--- config.mk ---
export PLATFORM = sky130hd
export DESIGN_NAME = chain_dma
export DESIGN_NICKNAME = d
export VERILOG_FILES = /design/src/rtl/chain_dma.sv
export SDC_FILE = /design/constraint.sdc
export NUM_CORES = 1
export LEC_CHECK = 0
export BUFFER_PORTS_ARGS = -buffer_cell sky130_fd_sc_hd__buf_2
export CORE_MARGIN = 3
export CORE_UTILIZATION = 50
export CTS_BUF_LIST = sky130_fd_sc_hd__clkbuf_8 sky130_fd_sc_hd__clkbuf_16
export DETAILED_ROUTE_END_ITERATION = 7
export GPL_TIMING_DRIVEN = 0
export PLACE_DENSITY = 0.76
export SLEW_MARGIN = 20
export SYNTH_ARGS = -nofsm -noshare
export SYNTH_HDL_FRONTEND = slang
export SYNTH_SLANG_ARGS = --single-unit
--- constraint.sdc ---
create_clock -name clk -period 3.1 [get_ports clk]
set_input_delay 0 -clock clk [delete_from_list [all_inputs] [get_ports clk]]
set_output_delay 0 -clock clk [all_outputs]
set_load 0.05 [all_outputs]
--- src/rtl/chain_dma.sv ---
module chain_dma #(
  parameter int NBW = 8
) (
  input  logic           clk,
  input  logic           rst_n,
  input  logic           reg_wr,
  input  logic [1:0]     reg_sel,
  input  logic [23:0]    reg_wdata,
  output logic [23:0]    reg_rdata,
  input  logic           enable,
  input  logic [NBW-1:0] block_count,
  input  logic           req,
  output logic [23:0]    mem_addr,
  output logic           mem_rd,
  output logic           mem_wr,
  output logic [7:0]     mem_wdata,
  input  logic [7:0]     mem_rdata,
  output logic           busy,
  output logic           done,
  output logic           err
);

  typedef enum logic [2:0] {S_IDLE, S_FETCH, S_WAIT, S_RD, S_WR} st_t;

  st_t            st;
  logic [23:0]    sar, dar, tcr, tp;
  logic [NBW-1:0] blk;
  logic [3:0]     idx;
  logic [7:0]     dbuf;
  logic           en_q;

  assign busy      = (st != S_IDLE);
  assign mem_rd    = (st == S_FETCH) || (st == S_RD);
  assign mem_wr    = (st == S_WR);
  assign mem_wdata = dbuf;
  assign mem_addr  = (st == S_FETCH) ? tp : (st == S_WR) ? dar : sar;

  always_comb begin
    case (reg_sel)
      2'd0:    reg_rdata = sar;
      2'd1:    reg_rdata = dar;
      2'd2:    reg_rdata = tcr;
      default: reg_rdata = '0;
    endcase
  end

  always_ff @(posedge clk or negedge rst_n) begin
    if (!rst_n) begin
      st   <= S_IDLE;
      sar  <= '0;
      dar  <= '0;
      tcr  <= '0;
      tp   <= '0;
      blk  <= '0;
      idx  <= '0;
      dbuf <= '0;
      en_q <= 1'b0;
      done <= 1'b0;
      err  <= 1'b0;
    end else begin
      en_q <= enable;
      done <= 1'b0;
      case (st)
        S_IDLE: begin
          if (reg_wr) begin
            case (reg_sel)
              2'd0:    sar <= reg_wdata;
              2'd1:    dar <= reg_wdata;
              2'd2:    tcr <= reg_wdata;
              default: ;
            endcase
          end
          if (enable && !en_q) begin
            if (tcr == '0 || block_count == '0) begin
              err <= 1'b1;
            end else begin
              err <= 1'b0;
              tp  <= sar;
              blk <= block_count;
              idx <= '0;
              st  <= S_FETCH;
            end
          end
        end
        S_FETCH: begin
          tp  <= tp + 24'd1;
          idx <= idx + 4'd1;
          case (idx)
            4'd0: sar[7:0]   <= mem_rdata;
            4'd1: sar[15:8]  <= mem_rdata;
            4'd2: sar[23:16] <= mem_rdata;
            4'd3: dar[7:0]   <= mem_rdata;
            4'd4: dar[15:8]  <= mem_rdata;
            4'd5: dar[23:16] <= mem_rdata;
            4'd6: tcr[7:0]   <= mem_rdata;
            4'd7: tcr[15:8]  <= mem_rdata;
            default: begin
              tcr[23:16] <= mem_rdata;
              st         <= S_WAIT;
            end
          endcase
        end
        S_WAIT: begin
          if (!enable) begin
            st <= S_IDLE;
          end else if (tcr == '0) begin
            if (blk == NBW'(1)) begin
              done <= 1'b1;
              st   <= S_IDLE;
            end else begin
              blk <= blk - NBW'(1);
              idx <= '0;
              st  <= S_FETCH;
            end
          end else if (req) begin
            st <= S_RD;
          end
        end
        S_RD: begin
          dbuf <= mem_rdata;
          st   <= S_WR;
        end
        default: begin
          sar <= sar + 24'd1;
          dar <= dar + 24'd1;
          tcr <= tcr - 24'd1;
          if (tcr == 24'd1) begin
            if (blk == NBW'(1)) begin
              done <= 1'b1;
              st   <= S_IDLE;
            end else begin
              blk <= blk - NBW'(1);
              idx <= '0;
              st  <= S_FETCH;
            end
          end else if (!enable) begin
            st <= S_IDLE;
          end else begin
            st <= S_WAIT;
          end
        end
      endcase
    end
  end

  AST_ONE_ACCESS: assert property (@(posedge clk) disable iff (!rst_n)
    !(mem_rd && mem_wr));

  AST_FETCH_STEP: assert property (@(posedge clk) disable iff (!rst_n)
    (st == S_FETCH && idx != 4'd0) |-> (mem_addr == $past(mem_addr) + 24'd1));

  AST_BYTE_STEP: assert property (@(posedge clk) disable iff (!rst_n)
    (st == S_WR) |=> (sar == $past(sar) + 24'd1 && tcr == $past(tcr) - 24'd1));

  AST_WR_AFTER_RD: assert property (@(posedge clk) disable iff (!rst_n)
    mem_wr |-> $past(mem_rd));

  AST_DONE_PULSE: assert property (@(posedge clk) disable iff (!rst_n)
    done |=> !done);

  AST_ERR_IDLE: assert property (@(posedge clk) disable iff (!rst_n)
    $rose(err) |-> !busy);

endmodule

==> results.md <==
- WP data arrival: 2980 ps
- Routed via count: 9,981
- CP Class: reg2out
- DRC Markers: 0
- Largest net degree at the start of global routing: 86
- ANT cells: 0
- Post-route minimum period: 2980 ps
- Die ar.: 19,300 sq um
- CP Capture Type: primary output
- Layout area overhead: 19.0%
- Clk buf depth: 2
- DIE HEIGHT: 139 um
- Die W: 139 um
- Max-cap violations: 0
- Top FF cell, synth: dfrtp_1
- Yosys cell types: 73
- Sequential cell area fraction in the yosys report: 34.5%
- Relative slew slack: 31.4%
- Layout cell share with drive strength beyond 1: 15.5%
- # rows: 47
- Synth warnings: 0
- Flops & latches, synth: 122
- Final Non-Filler Cells: 1,469
- CP Max Fanout: 19
- Xor and xnor area share after synthesis: 0%
- Mean Syn Cell Area: 8.09 sq um
- Vias in the first global route: 8,989
- Final setup skew: 11.1 ps
- Run status: complete, no violations
- Slack of the critical path: 123 ps
- Slew Viols, Final: 0
- CTS tree: built
- Post-synthesis net count: 1,151
- Adder-cell share of the synthesized area: 1.70%
- Root Driver: clkbuf_16
- Main combinational cell family by area after synthesis: compound AO/OA/AOI/OAI gates
- Cts bufs inserted: 17
- I/O Pins: 108
- Global-route wire length before repair: 53,000 um
- CTS HTree Levels: 4
- Worst min path class: in2async
- Post-synthesis compound-gate area fraction: 30.3%
- Detailed Routing Iterations Pass 1: 6
- Cell Count Post-Placement: 1,418
- F_max: 0.336 GHz
- Leak: 0.00437 uW
- PortBufs: 105
- Commonest non-fill, non-tap cell in the layout: nand2_1
- Remaining Overflow, GRT: 0
- CP Data Required Time: 3100 ps
- Fraction of registers with async set/reset: 100%
- Initial antenna violation count: 0
- Hold Violations, Final: 0
- Most frequent cells in the layout: nand2_1, dfrtp_1, buf_2
- Final setup fails: 0
- Final wirelength: 34,500 um
- Detail Route Antenna Nets: 0
- Netlist Area Pre-Place: 8840 sq um
- Dpl ws: -309 ps
- Worst-Margin Slew: 1030 ps
- Synth Area in Simple Gates: 20.3%
- Power Dens Cells: 1380 nW/um^2
- Post-synth EDFFs: 0
- Final period utilization: 96.0%
- Multiplexer share of the synthesized area: 7.63%
- GRT Total Usage: 34.9%
- Core Area: 16,900 sq um
- Skew-Pair Late Insertion Delay: 440 ps
- RD Place Congestion: 1.01
- Post-detailed-route wirelength per cell: 23.5 um
- Worst Setup Start Kind: register
- Peak supply drop: 1020 uV
- Via-to-Cell Ratio: 6.79
- Final HPWL DP: 25,300 um
- DRT iter0 DRCs: 1,889
- Worst-path clk slew: 60 ps
- Final-stage net count: 1,295
- Starting Density: 52.2%
- Gate Count Post-Synth: 1,092
- Clk sinks: 122
[per-stage QoR]
stage	hold slack [ps]	util (%)	total power, uW	area (sq um)	TNS (ps)
2_1_floorplan	-296	-	9330	8840	0
3_3_place_gp	209	56.9	11900	9640	-2550
3_5_place_dp	-98.5	57.1	12000	9680	-2870
4_1_cts	10.9	61.9	14200	10500	0
5_1_grt	50.7	62.1	15200	10500	-2.91
6_report	26.5	62.1	14500	10500	0
[Yosys cell counts (all sizes together), types with 5 or more instances]
master	n	area share (%)
o21ai	139	7.9
nand2	132	5.6
dfrtp	122	35
clkbuf	63	2.7
a21oi	60	3.4
mux2i	55	6.2
nand3	47	2.7
nor2	44	1.9
inv	41	1.7
a22o	37	3.7
a22oi	24	2.0
nor3	24	1.4
buf	21	1.2
a31oi	20	1.4
nand4	20	1.4
nor4	20	1.6
o22ai	20	1.4
o211ai	18	1.6
o31ai	16	1.4
and3	15	1.1
and2	13	0.92
ha	12	1.7
mux2	11	1.4
o31a	11	1.1
o41ai	11	1.1
or4	9	0.81
a41oi	7	0.69
a2bb2oi	6	0.59
o311ai	6	0.59
or3	6	0.42
a21o	5	0.42
and4	5	0.51
nand3b	5	0.42
[path summary, 6_finish.rpt]
| kind | startpoint | end | slack (ps) | cells past startpoint |
|---|---|---|---|---|
| max reg2reg | st[2]$_DFFE_PN0P_ | tcr[3]$_DFFE_PN0P_ | 130 | 6 |
| min | rst_n | mem_wdata[1]$_DFFE_PN0P_ | 30 | 2 |
| max | st[2]$_DFFE_PN0P_ | mem_addr[3] | 120 | 8 |
| min reg2reg | mem_wdata[5]$_DFFE_PN0P_ | mem_wdata[5]$_DFFE_PN0P_ | 500 | 1 |
| max in group asynchronous | rst_n | tp[21]$_DFFE_PN0P_ | 2320 | 3 |
| min in group clk | req | st[0]$_DFFE_PN0P_ | 40 | 4 |
[logic make-up after synthesis]
group | Yosys count
compound gates | 410
mux | 66
fa+ha+maj | 12
simple gates | 357
flops | 122
buf+inv | 125
[final cells by class]
type	instances	area [sq um]
buffer	83	355
fill	1491	6420
sequential	122	3050
clock inverter	13	145
timing repair buffer	126	761
multi-input combinational	845	5320
inverter	41	154
tap	220	275
clock buffer	19	453
[critical path, stage by stage (launching register included)]
cell and delay [ps]:
dfrtp_1 380, clkbuf_1 230, nor3b_1 360, clkbuf_4 330, clkbuf_4 350, buf_2 310
nand2_1 80, o21ai_0 140, buf_2 330
[sequential cells by signal (all words and copies together), names as in the netlist]
signal,count
st,3
sar,24
blk,8
done,1
err,1
mem_wdata,8
tcr,24
idx,4
en_q,1
tp,24
dar,24
[metal layers]
| metal | global-route usage (%) | wire, um | part of all wire, % | vias to the layer above |
|---|---|---|---|---|
| li1 | - | - | - | 4441 |
| met1 | 49.2 | 13600 | 39 | 4630 |
| met2 | 52.4 | 15000 | 44 | 796 |
| met3 | 7.48 | 4340 | 13 | 114 |
| met4 | 14.2 | 1530 | 4.4 | 0 |
| met5 | 0 | 0 | 0 | - |
[power by group]
part | internal, uW | switching [uW] | leakage [uW]
combinational | 2690 | 6360 | 0.00262
clock | 1230 | 828 | 0.000286
sequential | 2360 | 1060 | 0.00147
[timing repair]
item                       CTS  global route
gates resized for setup      9            15
pin swaps                    0             1
hold endpoints to repair   141             0
setup buffers                0             1
setup endpoints to repair   31            33
hold buffers                19             0
Note: power is estimated with default switching activity, not from simulation.
